**src/rtl/coh_pkg.sv**
```systemverilog
package coh_pkg;
  typedef enum logic [1:0] {
    LN_INV = 2'd0,
    LN_SHR = 2'd1,
    LN_EXC = 2'd2
  } line_st_e;

  typedef enum logic [1:0] {
    S_IDLE = 2'd0,
    S_SEND = 2'd1,
    S_WAIT = 2'd2
  } ctrl_st_e;

  localparam logic [1:0] DM_INV       = 2'd1;
  localparam logic [1:0] DM_FETCH     = 2'd2;
  localparam logic [1:0] DM_FETCH_INV = 2'd3;

  localparam logic [1:0] OUT_RD = 2'd1;
  localparam logic [1:0] OUT_WR = 2'd2;
  localparam logic [1:0] OUT_WB = 2'd3;
endpackage

```
**src/rtl/coh_line_array.sv**
```systemverilog
module coh_line_array
  import coh_pkg::*;
#(
  parameter int LINES  = 8,
  parameter int TAG_W  = 5,
  parameter int DATA_W = 8,
  localparam int IDX_W = $clog2(LINES)
) (
  input  logic              clk_i,
  input  logic              rst_ni,
  input  logic [IDX_W-1:0]  ra_idx_i,
  output line_st_e          ra_st_o,
  output logic [TAG_W-1:0]  ra_tag_o,
  output logic [DATA_W-1:0] ra_data_o,
  input  logic [IDX_W-1:0]  rb_idx_i,
  output line_st_e          rb_st_o,
  output logic [TAG_W-1:0]  rb_tag_o,
  output logic [DATA_W-1:0] rb_data_o,
  // state-only port (directory commands)
  input  logic              wa_en_i,
  input  logic [IDX_W-1:0]  wa_idx_i,
  input  line_st_e          wa_st_i,
  // full-line port (fills, store hits, victims); wins over port a
  input  logic              wb_en_i,
  input  logic [IDX_W-1:0]  wb_idx_i,
  input  line_st_e          wb_st_i,
  input  logic [TAG_W-1:0]  wb_tag_i,
  input  logic [DATA_W-1:0] wb_data_i
);
  line_st_e          st_w   [LINES];
  logic [TAG_W-1:0]  tag_w  [LINES];
  logic [DATA_W-1:0] data_w [LINES];

  for (genvar g = 0; g < LINES; g++) begin : g_line
    line_st_e          st_q;
    logic [TAG_W-1:0]  tag_q;
    logic [DATA_W-1:0] data_q;

    always_ff @(posedge clk_i or negedge rst_ni) begin
      if (!rst_ni) begin
        st_q   <= LN_INV;
        tag_q  <= '0;
        data_q <= '0;
      end else if (wb_en_i && wb_idx_i == IDX_W'(g)) begin
        st_q   <= wb_st_i;
        tag_q  <= wb_tag_i;
        data_q <= wb_data_i;
      end else if (wa_en_i && wa_idx_i == IDX_W'(g)) begin
        st_q <= wa_st_i;
      end
    end

    assign st_w[g]   = st_q;
    assign tag_w[g]  = tag_q;
    assign data_w[g] = data_q;
  end

  assign ra_st_o   = st_w[ra_idx_i];
  assign ra_tag_o  = tag_w[ra_idx_i];
  assign ra_data_o = data_w[ra_idx_i];
  assign rb_st_o   = st_w[rb_idx_i];
  assign rb_tag_o  = tag_w[rb_idx_i];
  assign rb_data_o = data_w[rb_idx_i];
endmodule

```
**src/rtl/coh_msg_eval.sv**
```systemverilog
module coh_msg_eval
  import coh_pkg::*;
#(
  parameter int TAG_W = 5
) (
  input  logic             valid_i,
  input  logic [1:0]       type_i,
  input  logic [TAG_W-1:0] msg_tag_i,
  input  line_st_e         line_st_i,
  input  logic [TAG_W-1:0] line_tag_i,
  output logic             upd_o,
  output line_st_e         new_st_o,
  output logic             wb_o
);
  logic match;
  assign match = valid_i && (line_tag_i == msg_tag_i);

  always_comb begin
    upd_o    = 1'b0;
    wb_o     = 1'b0;
    new_st_o = line_st_i;
    if (match) begin
      unique case (type_i)
        DM_INV: if (line_st_i == LN_SHR) begin
          upd_o    = 1'b1;
          new_st_o = LN_INV;
        end
        DM_FETCH: if (line_st_i == LN_EXC) begin
          upd_o    = 1'b1;
          wb_o     = 1'b1;
          new_st_o = LN_SHR;
        end
        DM_FETCH_INV: if (line_st_i == LN_EXC) begin
          upd_o    = 1'b1;
          wb_o     = 1'b1;
          new_st_o = LN_INV;
        end
        default: ;
      endcase
    end
  end
endmodule

```
**src/rtl/coh_cache_ctrl.sv**
```systemverilog
module coh_cache_ctrl
  import coh_pkg::*;
#(
  parameter int ADDR_W = 8,
  parameter int DATA_W = 8,
  parameter int LINES  = 8,
  localparam int IDX_W = $clog2(LINES),
  localparam int TAG_W = ADDR_W - IDX_W
) (
  input  logic              clk_i,
  input  logic              rst_ni,
  input  logic              cpu_req_i,
  input  logic              cpu_we_i,
  input  logic [ADDR_W-1:0] cpu_addr_i,
  input  logic [DATA_W-1:0] cpu_wdata_i,
  output logic              cpu_ready_o,
  output logic [DATA_W-1:0] cpu_rdata_o,
  input  logic              dir_msg_valid_i,
  input  logic [1:0]        dir_msg_type_i,
  input  logic [ADDR_W-1:0] dir_msg_addr_i,
  input  logic              dir_reply_valid_i,
  input  logic [DATA_W-1:0] dir_reply_data_i,
  output logic              out_valid_o,
  output logic [1:0]        out_type_o,
  output logic [ADDR_W-1:0] out_addr_o,
  output logic [DATA_W-1:0] out_data_o
);
  ctrl_st_e          st_q;
  logic              pend_we_q;
  logic [ADDR_W-1:0] pend_addr_q;
  logic [DATA_W-1:0] pend_wdata_q;

  logic [IDX_W-1:0]  c_idx, m_idx, p_idx;
  logic [TAG_W-1:0]  c_tag, m_tag, p_tag;
  line_st_e          c_st, m_st;
  logic [TAG_W-1:0]  c_ltag, m_ltag;
  logic [DATA_W-1:0] c_data, m_data;

  assign c_idx = cpu_addr_i[IDX_W-1:0];
  assign c_tag = cpu_addr_i[ADDR_W-1:IDX_W];
  assign m_idx = dir_msg_addr_i[IDX_W-1:0];
  assign m_tag = dir_msg_addr_i[ADDR_W-1:IDX_W];
  assign p_idx = pend_addr_q[IDX_W-1:0];
  assign p_tag = pend_addr_q[ADDR_W-1:IDX_W];

  logic              m_upd, m_wb;
  line_st_e          m_new_st;
  logic              wb_en;
  logic [IDX_W-1:0]  wb_idx;
  line_st_e          wb_st;
  logic [TAG_W-1:0]  wb_tag;
  logic [DATA_W-1:0] wb_data;

  coh_line_array #(.LINES(LINES), .TAG_W(TAG_W), .DATA_W(DATA_W)) u_lines (
    .clk_i     (clk_i),
    .rst_ni    (rst_ni),
    .ra_idx_i  (c_idx),
    .ra_st_o   (c_st),
    .ra_tag_o  (c_ltag),
    .ra_data_o (c_data),
    .rb_idx_i  (m_idx),
    .rb_st_o   (m_st),
    .rb_tag_o  (m_ltag),
    .rb_data_o (m_data),
    .wa_en_i   (m_upd),
    .wa_idx_i  (m_idx),
    .wa_st_i   (m_new_st),
    .wb_en_i   (wb_en),
    .wb_idx_i  (wb_idx),
    .wb_st_i   (wb_st),
    .wb_tag_i  (wb_tag),
    .wb_data_i (wb_data)
  );

  coh_msg_eval #(.TAG_W(TAG_W)) u_eval (
    .valid_i    (dir_msg_valid_i),
    .type_i     (dir_msg_type_i),
    .msg_tag_i  (m_tag),
    .line_st_i  (m_st),
    .line_tag_i (m_ltag),
    .upd_o      (m_upd),
    .new_st_o   (m_new_st),
    .wb_o       (m_wb)
  );

  logic c_match, c_hit, c_victim, cpu_go, fill;
  assign c_match  = (c_ltag == c_tag);
  assign c_hit    = c_match && (cpu_we_i ? (c_st == LN_EXC) : (c_st != LN_INV));
  assign c_victim = (c_st == LN_EXC) && !c_match;
  // commands own the cycle; a completing access is not re-sampled
  assign cpu_go   = (st_q == S_IDLE) && cpu_req_i && !cpu_ready_o && !dir_msg_valid_i;
  assign fill     = (st_q == S_WAIT) && dir_reply_valid_i;

  always_comb begin
    wb_en   = 1'b0;
    wb_idx  = c_idx;
    wb_st   = LN_EXC;
    wb_tag  = c_tag;
    wb_data = cpu_wdata_i;
    if (cpu_go && c_hit && cpu_we_i) begin
      wb_en = 1'b1;
    end else if (cpu_go && !c_hit && c_victim) begin
      wb_en   = 1'b1;
      wb_st   = LN_INV;
      wb_tag  = c_ltag;
      wb_data = c_data;
    end else if (fill) begin
      wb_en   = 1'b1;
      wb_idx  = p_idx;
      wb_tag  = p_tag;
      wb_st   = pend_we_q ? LN_EXC : LN_SHR;
      wb_data = pend_we_q ? pend_wdata_q : dir_reply_data_i;
    end
  end

  always_ff @(posedge clk_i or negedge rst_ni) begin
    if (!rst_ni) begin
      st_q         <= S_IDLE;
      pend_we_q    <= 1'b0;
      pend_addr_q  <= '0;
      pend_wdata_q <= '0;
      cpu_ready_o  <= 1'b0;
      cpu_rdata_o  <= '0;
      out_valid_o  <= 1'b0;
      out_type_o   <= '0;
      out_addr_o   <= '0;
      out_data_o   <= '0;
    end else begin
      cpu_ready_o <= 1'b0;
      out_valid_o <= 1'b0;
      if (m_wb) begin
        out_valid_o <= 1'b1;
        out_type_o  <= OUT_WB;
        out_addr_o  <= dir_msg_addr_i;
        out_data_o  <= m_data;
      end
      unique case (st_q)
        S_IDLE: if (cpu_go) begin
          pend_we_q    <= cpu_we_i;
          pend_addr_q  <= cpu_addr_i;
          pend_wdata_q <= cpu_wdata_i;
          if (c_hit) begin
            cpu_ready_o <= 1'b1;
            cpu_rdata_o <= cpu_we_i ? cpu_wdata_i : c_data;
          end else if (c_victim) begin
            out_valid_o <= 1'b1;
            out_type_o  <= OUT_WB;
            out_addr_o  <= {c_ltag, c_idx};
            out_data_o  <= c_data;
            st_q        <= S_SEND;
          end else begin
            out_valid_o <= 1'b1;
            out_type_o  <= cpu_we_i ? OUT_WR : OUT_RD;
            out_addr_o  <= cpu_addr_i;
            out_data_o  <= '0;
            st_q        <= S_WAIT;
          end
        end
        S_SEND: if (!m_wb) begin
          out_valid_o <= 1'b1;
          out_type_o  <= pend_we_q ? OUT_WR : OUT_RD;
          out_addr_o  <= pend_addr_q;
          out_data_o  <= '0;
          st_q        <= S_WAIT;
        end
        S_WAIT: if (dir_reply_valid_i) begin
          cpu_ready_o <= 1'b1;
          cpu_rdata_o <= pend_we_q ? pend_wdata_q : dir_reply_data_i;
          st_q        <= S_IDLE;
        end
        default: st_q <= S_IDLE;
      endcase
    end
  end

  AST_HIT_LOCAL: assert property (@(posedge clk_i) disable iff (!rst_ni)
    cpu_go && c_hit |=> cpu_ready_o && !out_valid_o);
  AST_MISS_REQ: assert property (@(posedge clk_i) disable iff (!rst_ni)
    cpu_go && !c_hit && !c_victim |=> out_valid_o && out_type_o != OUT_WB && !cpu_ready_o);
  AST_VICTIM_FIRST: assert property (@(posedge clk_i) disable iff (!rst_ni)
    cpu_go && !c_hit && c_victim |=> out_valid_o && out_type_o == OUT_WB && !cpu_ready_o);
  AST_CMD_WB: assert property (@(posedge clk_i) disable iff (!rst_ni)
    m_wb |=> out_valid_o && out_type_o == OUT_WB && out_addr_o == $past(dir_msg_addr_i));
  AST_READY_PULSE: assert property (@(posedge clk_i) disable iff (!rst_ni)
    cpu_ready_o |=> !cpu_ready_o);
  AST_FILL_DONE: assert property (@(posedge clk_i) disable iff (!rst_ni)
    fill |=> cpu_ready_o);
endmodule

```
**config.mk**
```make
export PLATFORM = sky130hd
export DESIGN_NAME = coh_cache_ctrl
export DESIGN_NICKNAME = d
export VERILOG_FILES = /design/src/rtl/coh_pkg.sv /design/src/rtl/coh_line_array.sv /design/src/rtl/coh_msg_eval.sv /design/src/rtl/coh_cache_ctrl.sv
export SDC_FILE = /design/constraint.sdc
export NUM_CORES = 1
export LEC_CHECK = 0
export CORE_UTILIZATION = 50
export DETAILED_ROUTE_END_ITERATION = 12
export DONT_BUFFER_PORTS = 1
export MAX_ROUTING_LAYER = met4
export PLACE_DENSITY = 0.7
export SLEW_MARGIN = 20
export SYNTH_ARGS = -nofsm -noshare
export SYNTH_HDL_FRONTEND = slang
export SYNTH_SLANG_ARGS = --single-unit
export TNS_END_PERCENT = 30
```
**constraint.sdc**
```tcl
create_clock -name clk_i -period 5.5 [get_ports clk_i]
set_clock_uncertainty 0.1 [all_clocks]
set_input_delay 1.375 -clock clk_i [delete_from_list [all_inputs] [get_ports clk_i]]
set_output_delay 1.375 -clock clk_i [all_outputs]
set_load 0.02 [all_outputs]
```
==> results.yml <==
floorplanning:
  core_area_mm2: 0.0190
  die-height_um: 142
  die_w_um: 142
  start_util: 0.518
  fp-row-count: 50
  dieArea_mm2: 0.0203
  ios: 68
outcome:
  status: "finished, final reports clean"
min_path:
  holdPathStages: 2
  hold_end: "pend_wdata_q[7]"
  hp-class: "flop to flop"
  min-delay-start: "pend_wdata_q[7]"
cts:
  clk_pin_slew_worst_paths_ns: 0.07
  cts_max_level: 4
  clk_path_buf_depth: 2
  cts_setup_buffers: 0
  cts_tree: "built"
  post_cts_resized: 0
  cts_sinks: 167
  ctsHoldBuffers: 0
  clock-root-buffer: "clkbuf_16"
  cts_made_buffers: 17
  clk_latency_ns: 0.44
critical_path:
  start_kind: "input port"
  critPathArrivalTime_ns: 4.43
  critPathCaptureType: "flop"
  cp_slowest_cell: "a21bo_1"
  critPathLaunch: "cpu_addr_i[1]"
  reg2reg_from: "st_q[1]"
  crit_path_max_fanout: 32
  cp_top_family: "compound AO/OA/AOI/OAI gates"
  ff2ff_path_depth: 6
  reg2reg_setup_slack_ns: 1.87
  worstPathRequired_ns: 5.72
  r2r-end: "u_lines.g_line[5].st_q[0]"
  crit_type: "input port to flop"
  crit_buf_inv: 0
  crit_chain: "and2_1 > a22o_1 > o21a_1 > or4b_4 > nor4_4 > o32ai_4 > a21bo_1 > mux2_2"
  crit_cells: 8
  slowest_delay_ns: 0.82
synthesis:
  synth_top_family_by_area: "multiplexers"
  yosys.area_share.simple: 0.108
  synth_area_mm2: 0.00985
  synthTopCellsByArea: "dfrtp_1 42%, mux2_2 11%, mux4_2 11%"
  yosysWarnings: 0
  synth_cell_type_count: 75
  yosys.area.top_type: "dfrtp_1"
  synthCells: 848
  ys_ff_latch: 167
  synth_common_cells: "167 x dfrtp_1, 97 x mux2_2, 94 x nand2_1"
  synth_compound_area_frac: 0.116
  yosys.area.top_type_share: 0.424
  ys_seq_area_frac: 0.424
  synthArstFlopShare: 1.00
  synthAdderAreaFrac: 0
  avgSynthCellArea_um2: 11.6
  muxShareOfSynthArea: 0.305
  synth.most_common_cell: "dfrtp_1"
  synth_xor_area_frac: 0.00610
  ys.flop_type: "dfrtp_1"
  synth_edf_count: 0
  syn_nets: 888
route:
  drc: 0
  routed_via_density: 6.41
  wl_per_cell_um: 23.6
  postRouteAntennaNets: 0
  drtIter0Drc: 590
  vias: 6992
  dr.pass1.iters: 7
  wirelength_um: 25700
power:
  p_per_area_mw_per_mm2: 520
  vdd_drop_max_uv: 205
  p_leak_uw: 0.00461
  finalPower_uw: 5470
placement:
  port_buffers: 0
  place.gp.congestion: 0.884
  dpl_cell_area_mm2: 0.00993
  dp_cells: 1059
  dp_hpwl_um: 16900
sta:
  tns_ns: 0
  finalSetupViolCount: 0
  hold_viol: 0
  holdWs_ns: 0.380
  timing.fmax_mhz: 238
  tightest_slew_ns: 1.16
  fin_crit_sh: 0.765
  min_period_ns: 4.21
  slew_viol_final: 0
  grt_setup_unrepaired: "no"
  worst_slew_margin_rel: 0.230
layout:
  multi_input_area_mm2: 0.00528
  final_area_mm2: 0.0105
  finalNonFillerCells: 1091
  diodes: 0
  drive_gt1_frac: 0.280
  seq_area_mm2: 0.00418
  nets: 858
  area_growth_pct: 6.71
  fillers: 1625
grt:
  grt_pass1_wl_um: 40400
  antenna_found_initial: 0
  grt_max_degree: 168
  overflow: 0
  grt_pass1_vias: 6842
  grt_util_all_layers: 0.277
flow_run:
  cap_viol_max_count: 0
## layout by cell type (no fill, tap or decap), drive strengths merged, types with 20 or more instances in the layout
cell type / synthesis / final
inv: 14 / 20
nor2: 54 / 54
a21oi: 26 / 26
nand2: 94 / 94
clkbuf: 23 / 21
mux2i: 49 / 49
mux4: 46 / 46
o21ai: 44 / 44
dfrtp: 167 / 167
mux2: 124 / 124
## how the worst max path moves through the flow
stage                                  endpoint
floorplan           u_lines.g_line[0].data_q[5]
global placement    u_lines.g_line[0].data_q[6]
detailed placement   u_lines.g_line[0].tag_q[1]
CTS                  u_lines.g_line[0].tag_q[1]
global route         u_lines.g_line[0].tag_q[1]
finish               u_lines.g_line[0].tag_q[1]
## area by class of cell
class | instances | share of cell area
well taps | 260 | 0.0310
flip-flops and latches | 167 | 0.398
repair buffers | 13 | 0.00929
multi-input cells | 605 | 0.503
clock buffers | 21 | 0.0438
clock inverters | 11 | 0.0107
inverters | 14 | 0.00500
## per-stage QoR
step           utilization  worst slack, ns
2_1_floorplan            -             1.40
3_3_place_gp         0.522            0.951
3_5_place_dp         0.522            0.887
4_1_cts              0.552             1.33
5_1_grt              0.553             1.22
6_report             0.553             1.29
## logic make-up (layout without fill, tap and decap cells)
logic type                after synthesis  after routing
AOI/OAI and AO/OA                     155            155
and+or+nand+nor                       225            225
buffers and inverters                  76             59
xor gates and xnor gates                6              6
DFF                                   167            167
muxes                                 219            219
## worst min-delay path: cells and delay by family, from the launching register on
family / cells / cell delay, ns
and+or+nand+nor: 2 / 0.10
DFF: 1 / 0.34
## flip-flops by register name (all words and copies together), names as in the netlist
register               cells
out_type_o                 2
u_lines.g_line.tag_q      40
pend_wdata_q               8
u_lines.g_line.data_q     64
out_addr_o                 8
u_lines.g_line.st_q       16
out_data_o                 8
pend_addr_q                8
st_q                       2
cpu_rdata_o                8
cpu_ready_o                1
pend_we_q                  1
out_valid_o                1
## per-layer routing
metal  GRT usage  share of wire
met1       0.388           0.45
met2       0.405           0.46
met3      0.0525          0.080
met4      0.0883          0.017
met5           -              0
## report_power, final
group          switching, µW  internal [µW]
registers                596           1790
logic                    871           1030
clock network            531            657
Power figures use the tool's default switching activity.
